[src/rtl/tt_pkg.sv]
package tt_pkg;
  typedef enum logic [1:0] {
    TT_IDLE = 2'd0,
    TT_HOT  = 2'd1,
    TT_COOL = 2'd2
  } tt_state_e;
endpackage

[src/rtl/tt_phase_gen.sv]
// Modulation phase counter: off-phase first, then on-phase.
module tt_phase_gen #(
  parameter int PERIOD_CYC = 10,
  parameter int OFF_CYC    = 4,
  localparam int PH_W      = (PERIOD_CYC > 1) ? $clog2(PERIOD_CYC) : 1
) (
  input  logic clk,
  input  logic rst_n,
  input  logic run,
  output logic phase_off,
  output logic phase_last
);
  localparam logic [PH_W-1:0] LAST_V = PH_W'(PERIOD_CYC - 1);
  localparam logic [PH_W-1:0] OFF_V  = PH_W'(OFF_CYC);

  logic [PH_W-1:0] cnt_q;

  always_ff @(posedge clk) begin
    if (!rst_n || !run) cnt_q <= '0;
    else if (cnt_q == LAST_V) cnt_q <= '0;
    else cnt_q <= cnt_q + 1'b1;
  end

  assign phase_off  = run && (cnt_q < OFF_V);
  assign phase_last = run && (cnt_q == LAST_V);
endmodule

[src/rtl/tt_hyst_timer.sv]
// Counts cool cycles; saturates at HYST_CYC and reports expiry.
module tt_hyst_timer #(
  parameter int HYST_CYC = 6,
  localparam int HW      = $clog2(HYST_CYC + 1)
) (
  input  logic clk,
  input  logic rst_n,
  input  logic clear,
  input  logic count,
  output logic expired
);
  localparam logic [HW-1:0] LIM_V = HW'(HYST_CYC);
  logic [HW-1:0] cnt_q;

  always_ff @(posedge clk) begin
    if (!rst_n || clear) cnt_q <= '0;
    else if (count && cnt_q != LIM_V) cnt_q <= cnt_q + 1'b1;
  end

  assign expired = (cnt_q == LIM_V);
endmodule

[src/rtl/tt_irq_hold.sv]
// Holds an interrupt until a clock-on cycle releases it.
module tt_irq_hold (
  input  logic clk,
  input  logic rst_n,
  input  logic irq_req,
  input  logic clk_on,
  output logic irq_out
);
  logic pend_q;

  always_ff @(posedge clk) begin
    if (!rst_n) pend_q <= 1'b0;
    else pend_q <= irq_req || (pend_q && !clk_on);
  end

  assign irq_out = pend_q && clk_on;
endmodule

[src/rtl/thermal_throttle_ctrl.sv]
module thermal_throttle_ctrl #(
  parameter int PERIOD_CYC  = 10,
  parameter int OFF_CYC     = 4,
  parameter int MAX_OFF_CYC = 600,
  parameter int HYST_CYC    = 6
) (
  input  logic clk,
  input  logic rst_n,
  input  logic mon_en,
  input  logic over_temp,
  input  logic irq_req,
  output logic core_clk_en,
  output logic throttle_active,
  output logic irq_deliver
);
  import tt_pkg::*;

  localparam int OFF_CLAMP = (OFF_CYC > MAX_OFF_CYC) ? MAX_OFF_CYC : OFF_CYC;
  localparam int OFF_EFF   = (OFF_CLAMP >= PERIOD_CYC) ? PERIOD_CYC - 1 : OFF_CLAMP;

  tt_state_e state_q, state_d;
  logic      run, phase_off, phase_last, hyst_done;

  assign run = mon_en && (state_q != TT_IDLE);

  tt_phase_gen #(.PERIOD_CYC(PERIOD_CYC), .OFF_CYC(OFF_EFF)) u_phase (
    .clk(clk), .rst_n(rst_n), .run(run),
    .phase_off(phase_off), .phase_last(phase_last)
  );

  tt_hyst_timer #(.HYST_CYC(HYST_CYC)) u_hyst (
    .clk(clk), .rst_n(rst_n),
    .clear(state_q != TT_COOL || over_temp),
    .count(state_q == TT_COOL),
    .expired(hyst_done)
  );

  always_comb begin
    state_d = state_q;
    if (!mon_en) state_d = TT_IDLE;
    else begin
      case (state_q)
        TT_IDLE: if (over_temp) state_d = TT_HOT;
        TT_HOT:  if (!over_temp) state_d = TT_COOL;
        TT_COOL: begin
          if (over_temp) state_d = TT_HOT;
          else if (hyst_done && phase_last) state_d = TT_IDLE;
        end
        default: state_d = TT_IDLE;
      endcase
    end
  end

  always_ff @(posedge clk) begin
    if (!rst_n) state_q <= TT_IDLE;
    else state_q <= state_d;
  end

  assign core_clk_en     = !(mon_en && phase_off);
  assign throttle_active = run;

  tt_irq_hold u_irq (
    .clk(clk), .rst_n(rst_n), .irq_req(irq_req),
    .clk_on(core_clk_en), .irq_out(irq_deliver)
  );
endmodule

[config.mk]
export PLATFORM = sky130hd
export DESIGN_NAME = thermal_throttle_ctrl
export DESIGN_NICKNAME = d
export VERILOG_FILES = /design/src/rtl/tt_pkg.sv /design/src/rtl/tt_phase_gen.sv /design/src/rtl/tt_hyst_timer.sv /design/src/rtl/tt_irq_hold.sv /design/src/rtl/thermal_throttle_ctrl.sv
export SDC_FILE = /design/constraint.sdc
export NUM_CORES = 1
export LEC_CHECK = 0
export ABC_AREA = 1
export BUFFER_PORTS_ARGS = -buffer_cell sky130_fd_sc_hd__clkbuf_2
export CORE_MARGIN = 4
export CORE_UTILIZATION = 40
export CTS_CLUSTER_DIAMETER = 50
export DETAILED_ROUTE_END_ITERATION = 8
export HOLD_SLACK_MARGIN = 0.12
export RECOVER_POWER = 50
export SYNTH_ARGS = -nofsm -noshare
export SYNTH_HDL_FRONTEND = slang
export SYNTH_HIERARCHICAL = 1
export SYNTH_SLANG_ARGS = --single-unit
[constraint.sdc]
create_clock -name clk -period 1.3 [get_ports clk]
set_clock_uncertainty 0.2 [all_clocks]
set_input_delay 0.325 -clock clk [delete_from_list [all_inputs] [get_ports clk]]
set_output_delay 0.325 -clock clk [all_outputs]
set_load 0.01 [all_outputs]
Yosys cells after proc, flatten, opt, wreduce, memory -nomap -nowiden:

Cells that the tools add are included.

* $lt $le $gt $ge: 1
* mux-type cells: 5
* $add $sub $neg: 2
* equal/unequal tests: 9
* reductions and logical operators: 20

Operator list (number)
* 1-bit logical AND: 8
* 2-bit 2-to-1 mux: 4
* 2-bit != test, second input constant: 3
* 3-bit != test, second input constant: 2
* 2-bit case mux with 3 select lines: 1
* 4-bit by 1-bit adder with 4-bit output, second input constant: 1
* 4-bit == test, second input constant: 1
* 1-bit logical OR: 4
* 4-bit by 3-bit < comparator with 1-bit output, second input constant: 1
* 3-bit by 1-bit adder with 3-bit output, second input constant: 1
* 3-bit == test, second input constant: 1
* 1-bit logical NOT: 3
* 3-bit AND reduction: 1
* 2-bit by 1-bit == test with 1-bit output, second input constant: 1
* 2-bit == test, second input constant: 1
* 2-bit logical NOT: 1
* 2-bit AND reduction: 1
* 2-bit nonzero test: 1
* 2-bit OR reduction: 1

* bits of input ports: 5
* word-level logic and storage cells: 41
* output and inout bits: 3
* register bits after elaboration: 10

Depth between registers and ports, before layout:

Gate-level depths: netlist (run 1).

* depth after elaboration: 7
* depth in mapped cells: 7
* gate-level depth less buffers: 7

Cells and area by module:

The synthesis (run 1) kept the hierarchy.

By module, submodules not included
* tt_phase_gen: instances 1, seq. area each 80.1 um2, cells each 25, area each 201.4 um2
* tt_hyst_timer: instances 1, seq. area each 60.1 um2, cells each 26, area each 171.4 um2
* thermal_throttle_ctrl: instances 1, seq. area each 40.0 um2, cells each 16, area each 108.9 um2
* tt_irq_hold: instances 1, seq. area each 20.0 um2, cells each 8, area each 51.3 um2

Worst setup path before layout (run 1):

Ideal clock, no wire load.

* path kind: register -> output
* from: register state_q[0]
* to: output irq_deliver
* path slack: -0.276 ns
* data required time: 0.775 ns
* cell stages (with the launch flop): 7
* buffers on the path: 0
* arrival time: 1.051 ns
* cells stage by stage: dfxtp_1 -> o21a_1 -> inv_1 -> nor3_1 -> nand2_1 -> nand2_1 -> inv_1

* longest elaborated chain between the ends: 6

RTL lines
* from (decl): line thermal_throttle_ctrl.sv:21 `tt_state_e state_q, state_d;`
* from (signal assigned): line thermal_throttle_ctrl.sv:56 `else state_q <= state_d;`
* 2-bit nonzero test: line thermal_throttle_ctrl.sv:24 `assign run = mon_en && (state_q != TT_IDLE);`
* 1-bit logical AND: line thermal_throttle_ctrl.sv:24
* via throttle_active: line thermal_throttle_ctrl.sv:13 `output logic throttle_active,`
* 1-bit logical AND: line tt_phase_gen.sv:24 `assign phase_off = run && (cnt_q < OFF_V);`
* via phase_off: line thermal_throttle_ctrl.sv:22 `logic run, phase_off, phase_last, hyst_done;`
* 1-bit logical AND: line thermal_throttle_ctrl.sv:59 `assign core_clk_en = !(mon_en && phase_off);`
* 1-bit logical NOT: line thermal_throttle_ctrl.sv:59
* via core_clk_en: line thermal_throttle_ctrl.sv:12 `output logic core_clk_en,`
* 1-bit logical AND: line tt_irq_hold.sv:16 `assign irq_out = pend_q && clk_on;`
* to (decl): line thermal_throttle_ctrl.sv:14 `output logic irq_deliver`

The timed path passes the listed nets, and every way through them passes these cells.

Worst setup path after layout (run 1):

* from: register state_q[0]
* to: output irq_deliver

* longest elaborated chain between the ends: 6

RTL lines (line)
* 2-bit nonzero test: thermal_throttle_ctrl.sv:24
* 1-bit logical AND: thermal_throttle_ctrl.sv:24
* 1-bit logical AND: tt_phase_gen.sv:24
* via phase_off: thermal_throttle_ctrl.sv:22
* 1-bit logical AND: thermal_throttle_ctrl.sv:59
* 1-bit logical NOT: thermal_throttle_ctrl.sv:59
* 1-bit logical AND: tt_irq_hold.sv:16

The timed path passes the listed nets, and every way through them passes these cells.

==> metrics, run 1 <==
portion of netlist area occupied by mux cells 0%; Mapped Nets between 80 and 90; Die Footprint around 2000 um^2; Worst VDD drop 0.539 mV; htree depth 1; Core Area 1190 um^2; FF-to-FF setup slack -0.14 ns; total iterations of the first detailed-routing run 4; outcome complete, but fails checks; max-slew violation count 0; Worst setup SP type flip-flop; fmax ~570 MHz; Worst Tran Pin Value roughly 0.23 ns; failing checks setup timing; commonest non-fill, non-tap cells in the layout nand2_1 (15), buf_4 (14), inv_1 (12), nor2_1 (9), dfxtp_2 (6); Clock Sink Count 10; final antenna diode count 0; Hold Crit Class primary input to flip-flop; final instance area 782 um^2; # port buffers 7; post-route antenna net violation count 0; GP Congestion 0.663; Crit Path Class flip-flop to primary output; met3 Use GR approximately 4.1%; post-synthesis sequential area ratio between 30% and 40%; vias per cell between 4 and 5; Routed WL roughly 990 um; first-pass GRT wire length about 1.6 mm; synthesis-to-layout area growth 46.7%; placed cell count roughly 110; Worst Setup End Kind primary output; initial antenna violation count 0; Avg Inst Size Synth slightly above 7 um^2; Final Setup Violations 4; Num CTS Buffers 3; Power Density 836 nW/um^2; Worst-Skew Late Latency around 0.27 ns; RSZ-0062 raised after global routing true; gr usage total 11.2%; DR WL/cell approximately 8.5 um; Synth Area in Compound Gates approximately 7.5%; total I/O pin count 8; mapped cell area between 500 and 600 um^2; Synth Register Bits 10; XOR/XNOR share of the synthesized area between 1.5 and 2%; grt ovf 0; max-cap violation count 0; final core occ around 66%; largest family of logic cells by synthesized area simple AND/OR/NAND/NOR gates; DRC violations left 0; Final Power approximately 0.65 mW; die height around 45 um; clk root buf clkbuf_4; Final min period between 1.5 and 2 ns; Layout fillers 106; Most Used Layer, Global Route met2; Finished Layout Cells 117; grt met1 use ~14%; CTS Buffer Depth 2; layout cell share with drive strength beyond 1 a little over two fifths; DP HPWL between 700 and 800 um; placed cell area ~660 um^2; adder-cell share of the synthesized area 9.39%; post-synthesis instance total between 70 and 80; Setup WS pre-CTS -0.302 ns; hold_ws 0.126 ns; Data required, critical path 0.77 ns; Die X-Extent about 45 um; CTS clk-pin slew, worst paths 0.07 ns; initial DRC count 6; DR vias just over 500; largest net degree at the start of global routing 7; final hold violation count 0; Final Cycle Share 134%; Cell variety after synth 16; synth warn 6; Multi-input gate area about 290 um^2; Final #Nets 113; worst rel slew slack 84.8%; storage element area around 210 um^2; commonest non-fill, non-tap cell in the layout nand2_1; vias in the first global route about 430; crit path setup slack, layout -0.440 ns; Pleak about 0.38 nW; met2 GRT Util about 16%; Worst EP arrival around 1.2 ns; simple-gate share of the synthesized area between 30% and 40%; Initial Util about 45%; CTS tree yes; CP Max Fanout 3; Site Rows 12; Final TNS setup -1.23 ns
cell families after synthesis:
| logic type | Yosys count |
|---|---|
| AOI/OAI and AO/OA | 6 |
| and+or+nand+nor | 38 |
| xor gates and xnor gates | 1 |
| adders and majority gates | 4 |
| DFF | 10 |
| buffers and inverters | 16 |
path summary, 6_finish.rpt:
kind | startpoint | to | cells after the start
worst min register to register | u_irq/pend_q | u_irq/pend_q | 2
worst max-delay path | state_q[0] | irq_deliver | 7
worst max register to register | state_q[0] | u_irq/pend_q | 9
worst min-delay path | rst_n | state_q[0] | 3
area by class of cell:
type	count	share of cell area, %
Tap cell	14	2.24
Multi-Input combinational cell	49	36.5
Inverter	16	7.68
Clock buffer	4	4.64
Sequential cell	10	26.6
Timing Repair Buffer	24	22.4
Yosys cell counts:
cell type  count  area [um^2]
nand2_1       14         52.6
nand4_1        1         6.26
inv_1         15         56.3
nor3_1         1         5.00
a21oi_2        2         17.5
xnor2_1        1         8.76
nor2_1        10         37.5
o21a_1         1         7.51
nand3_1        6         30.0
ha_1           4         50.1
inv_2          1         3.75
nand2_2        2         12.5
a21oi_1        3         15.0
dfxtp_1       10          200
nor2_2         3         18.8
nand2_4        1         11.3
flip-flops by register name, summed over array words and instances (netlist names):
name / cells
u_irq/pend_q: 1
u_phase/cnt_q: 4
state_q: 2
u_hyst/cnt_q: 3
layer usage:
layer	share of wire (%)	up-vias	wire [um]
met3	6.0	3	60
met1	50	209	493
li1	-	285	-
met5	0	-	0
met4	2.6	0	26
met2	42	11	414
timing repair:
action | in CTS | in global routing
pin swaps | 2 | 6
endpoints found under the setup margin | 3 | 8
resized for setup | 2 | 13
hold endpoints to repair | 2 | 0
hold buffers | 3 | 0
setup buffers | 1 | 4
power by group:
group | switching [mW] | internal (mW) | total, mW | leakage [nW]
Sequential | 0.00195 | 0.310 | 0.312 | 0.0840
Clock | 0.118 | 0.170 | 0.288 | 0.0210
Combinational | 0.0246 | 0.0293 | 0.0539 | 0.272
Total | 0.144 | 0.510 | 0.654 | 0.377
critical path: stages (launching register included):
cell      delay, ns
dfxtp_2        0.32
o21a_1         0.16
inv_2          0.05
nor3_2         0.10
nand2_1        0.10
nand2_1        0.06
inv_1          0.03
clkbuf_2       0.11
(Power assumes the default switching activity.)
==> inputs of run 2 (changes only) <==
- CTS_BUF_LIST: default -> sky130_fd_sc_hd__clkbuf_8
==> metrics, run 2 (synthesized netlist as in run 1, its figures left out) <==
outcome complete, but fails checks; failing checks setup timing; Final TNS setup -1.02 ns; Largest regs u_phase/cnt_q: 4 flops, u_hyst/cnt_q: 3 flops, state_q: 2 flops; total I/O pin count 8; total iterations of the first detailed-routing run 4; Final min period 1.71 ns; commonest non-fill, non-tap cell in the layout nand2_1; commonest non-fill, non-tap cells in the layout nand2_1 (14), buf_4 (13), inv_1 (12), nor2_1 (8), clkbuf_2 (6); DR WL/cell around 9.4 um; switch share 20.2%; max-cap violation count 0; crit path buf inv count 3; Worst-Skew Late Latency about 0.24 ns; Comb pwr share 6.6%; Power Density slightly below 1000 nW/um^2; fmax a little under 600 MHz; GP Congestion 0.663; CP Max Fanout 3; Worst Setup End Kind primary output; die height 44.5 um; Finished Layout Cells ~110; CTS tree yes; vias per cell 4.36; Worst path max stage delay between 0.3 and 0.4 ns; Final #Nets 110; Pint 0.603 mW; worst path cell trace o21a_1 > inv_2 > nor3_2 > nand2_1 > nand2_1 > inv_1 > clkbuf_2; final antenna diode count 0; placed cell count ~110; Hold Crit Class primary input to flip-flop; CTS Buffer Depth 2; DRC violations left 0; largest net degree at the start of global routing 7; Num CTS Buffers 3; clk root buf clkbuf_8; synthesis-to-layout area growth 46.0%; Final Power between 0.7 and 0.8 mW; crit path setup slack, layout -0.406 ns; htree depth 1; Core Area 1190 um^2; Final Setup Violations 4; Worst Tran Pin Value ~0.23 ns; Pleak roughly 0.38 nW; post-route antenna net violation count 0; Final Cycle Share 131%; Sequential Power Share 41.5%; Data required, critical path 0.77 ns; Top reg by flops u_phase/cnt_q; Clock power frac 51.9%; # port buffers 7; grt ovf 0; Worst EP arrival 1.18 ns; Sw Pwr about 0.15 mW; Worst VDD drop 0.656 mV; initial DRC count 5; Die Footprint about 2000 um^2; Clock Sink Count 10; number of flip-flops under the largest register name 4; final hold violation count 0; max-slew violation count 0; first-pass GRT wire length 1.69 mm; Routed WL 1.07 mm; Worst setup SP type flip-flop; Setup WS pre-CTS -0.302 ns; FF-to-FF setup slack -0.05 ns; vias in the first global route 441; DR vias 497; layout cell share with drive strength beyond 1 46.0%; placed cell area around 660 um^2; Initial Util between 40 and 50%; Die X-Extent around 45 um; most used cell along the critical path nand2_1; DP HPWL approximately 740 um; gr usage total between 10% and 20%; Top delay family on crit path flip-flops; initial antenna violation count 0; RSZ-0062 raised after global routing true; worst rel slew slack between 80% and 90%; CP max stage cell dfxtp_2; final instance area 778 um^2; Site Rows 12; Crit Path Class flip-flop to primary output; CTS clk-pin slew, worst paths about 0.050 ns
## run 2: cell types whose count changed in the layout (fill, tap and decap cells not counted), sizes merged
cell,change
buf,-2
dlygate4sd3,-2
clkbuf,+1
## run 2: path summary, 6_finish.rpt
check / depth (start not counted) / to / startpoint
worst min register to register: 2 / u_irq/pend_q / u_irq/pend_q
worst max-delay path: 7 / irq_deliver / state_q[0]
worst max register to register: 8 / u_irq/pend_q / state_q[0]
worst min-delay path: 3 / state_q[0] / over_temp
## run 2: area by class of cell
cell class              instances  area, um^2
fillers                       108         408
multi-input cells              49         290
flip-flops and latches         10         206
repair buffers                 21         149
inverters                      16        60.1
clock buffers                   4        55.1
well taps                      14        17.5
## run 2: power groups by stage
stage | clock network (mW) | logic (mW) | registers, mW
2_1_floorplan | 0 | 0.0185 | 0.321
3_3_place_gp | 0 | 0.0424 | 0.320
3_5_place_dp | 0 | 0.0432 | 0.320
4_1_cts | 0.397 | 0.0473 | 0.313
5_1_grt | 0.412 | 0.0566 | 0.314
6_report | 0.392 | 0.0502 | 0.314
## run 2: layer usage
metal  wire length (um)  track usage [%]  part of all wire [%]  vias to the layer above
li1                   -                -                     -                      277
met5                  0                0                     0                        -
met1                511             14.8                    48                      205
met2                471             16.3                    44                       11
met4                 24             7.23                   2.2                        0
met3                 60             5.28                   5.6                        4
## run 2: per-stage QoR
stage / hold slack (ns) / util, %
after floorplan: 0.219 / -
after global placement: 0.260 / 55.9
after detailed placement: 0.264 / 55.9
after CTS: 0.126 / 62.4
after global routing: 0.150 / 65.6
final: 0.121 / 65.6
## run 2: timing repair
item                                    CTS  global route
hold buffers                              1             0
cloned                                    0             0
pin swaps                                 2             7
buffers inserted                          1             3
gates resized for setup                   2            13
hold endpoints to repair                  1             0
endpoints found under the setup margin    3             8
## run 2: worst min-delay path: stages
cell      delay (ns)
clkbuf_2        0.09
nand3_1         0.07
a21oi_1         0.04
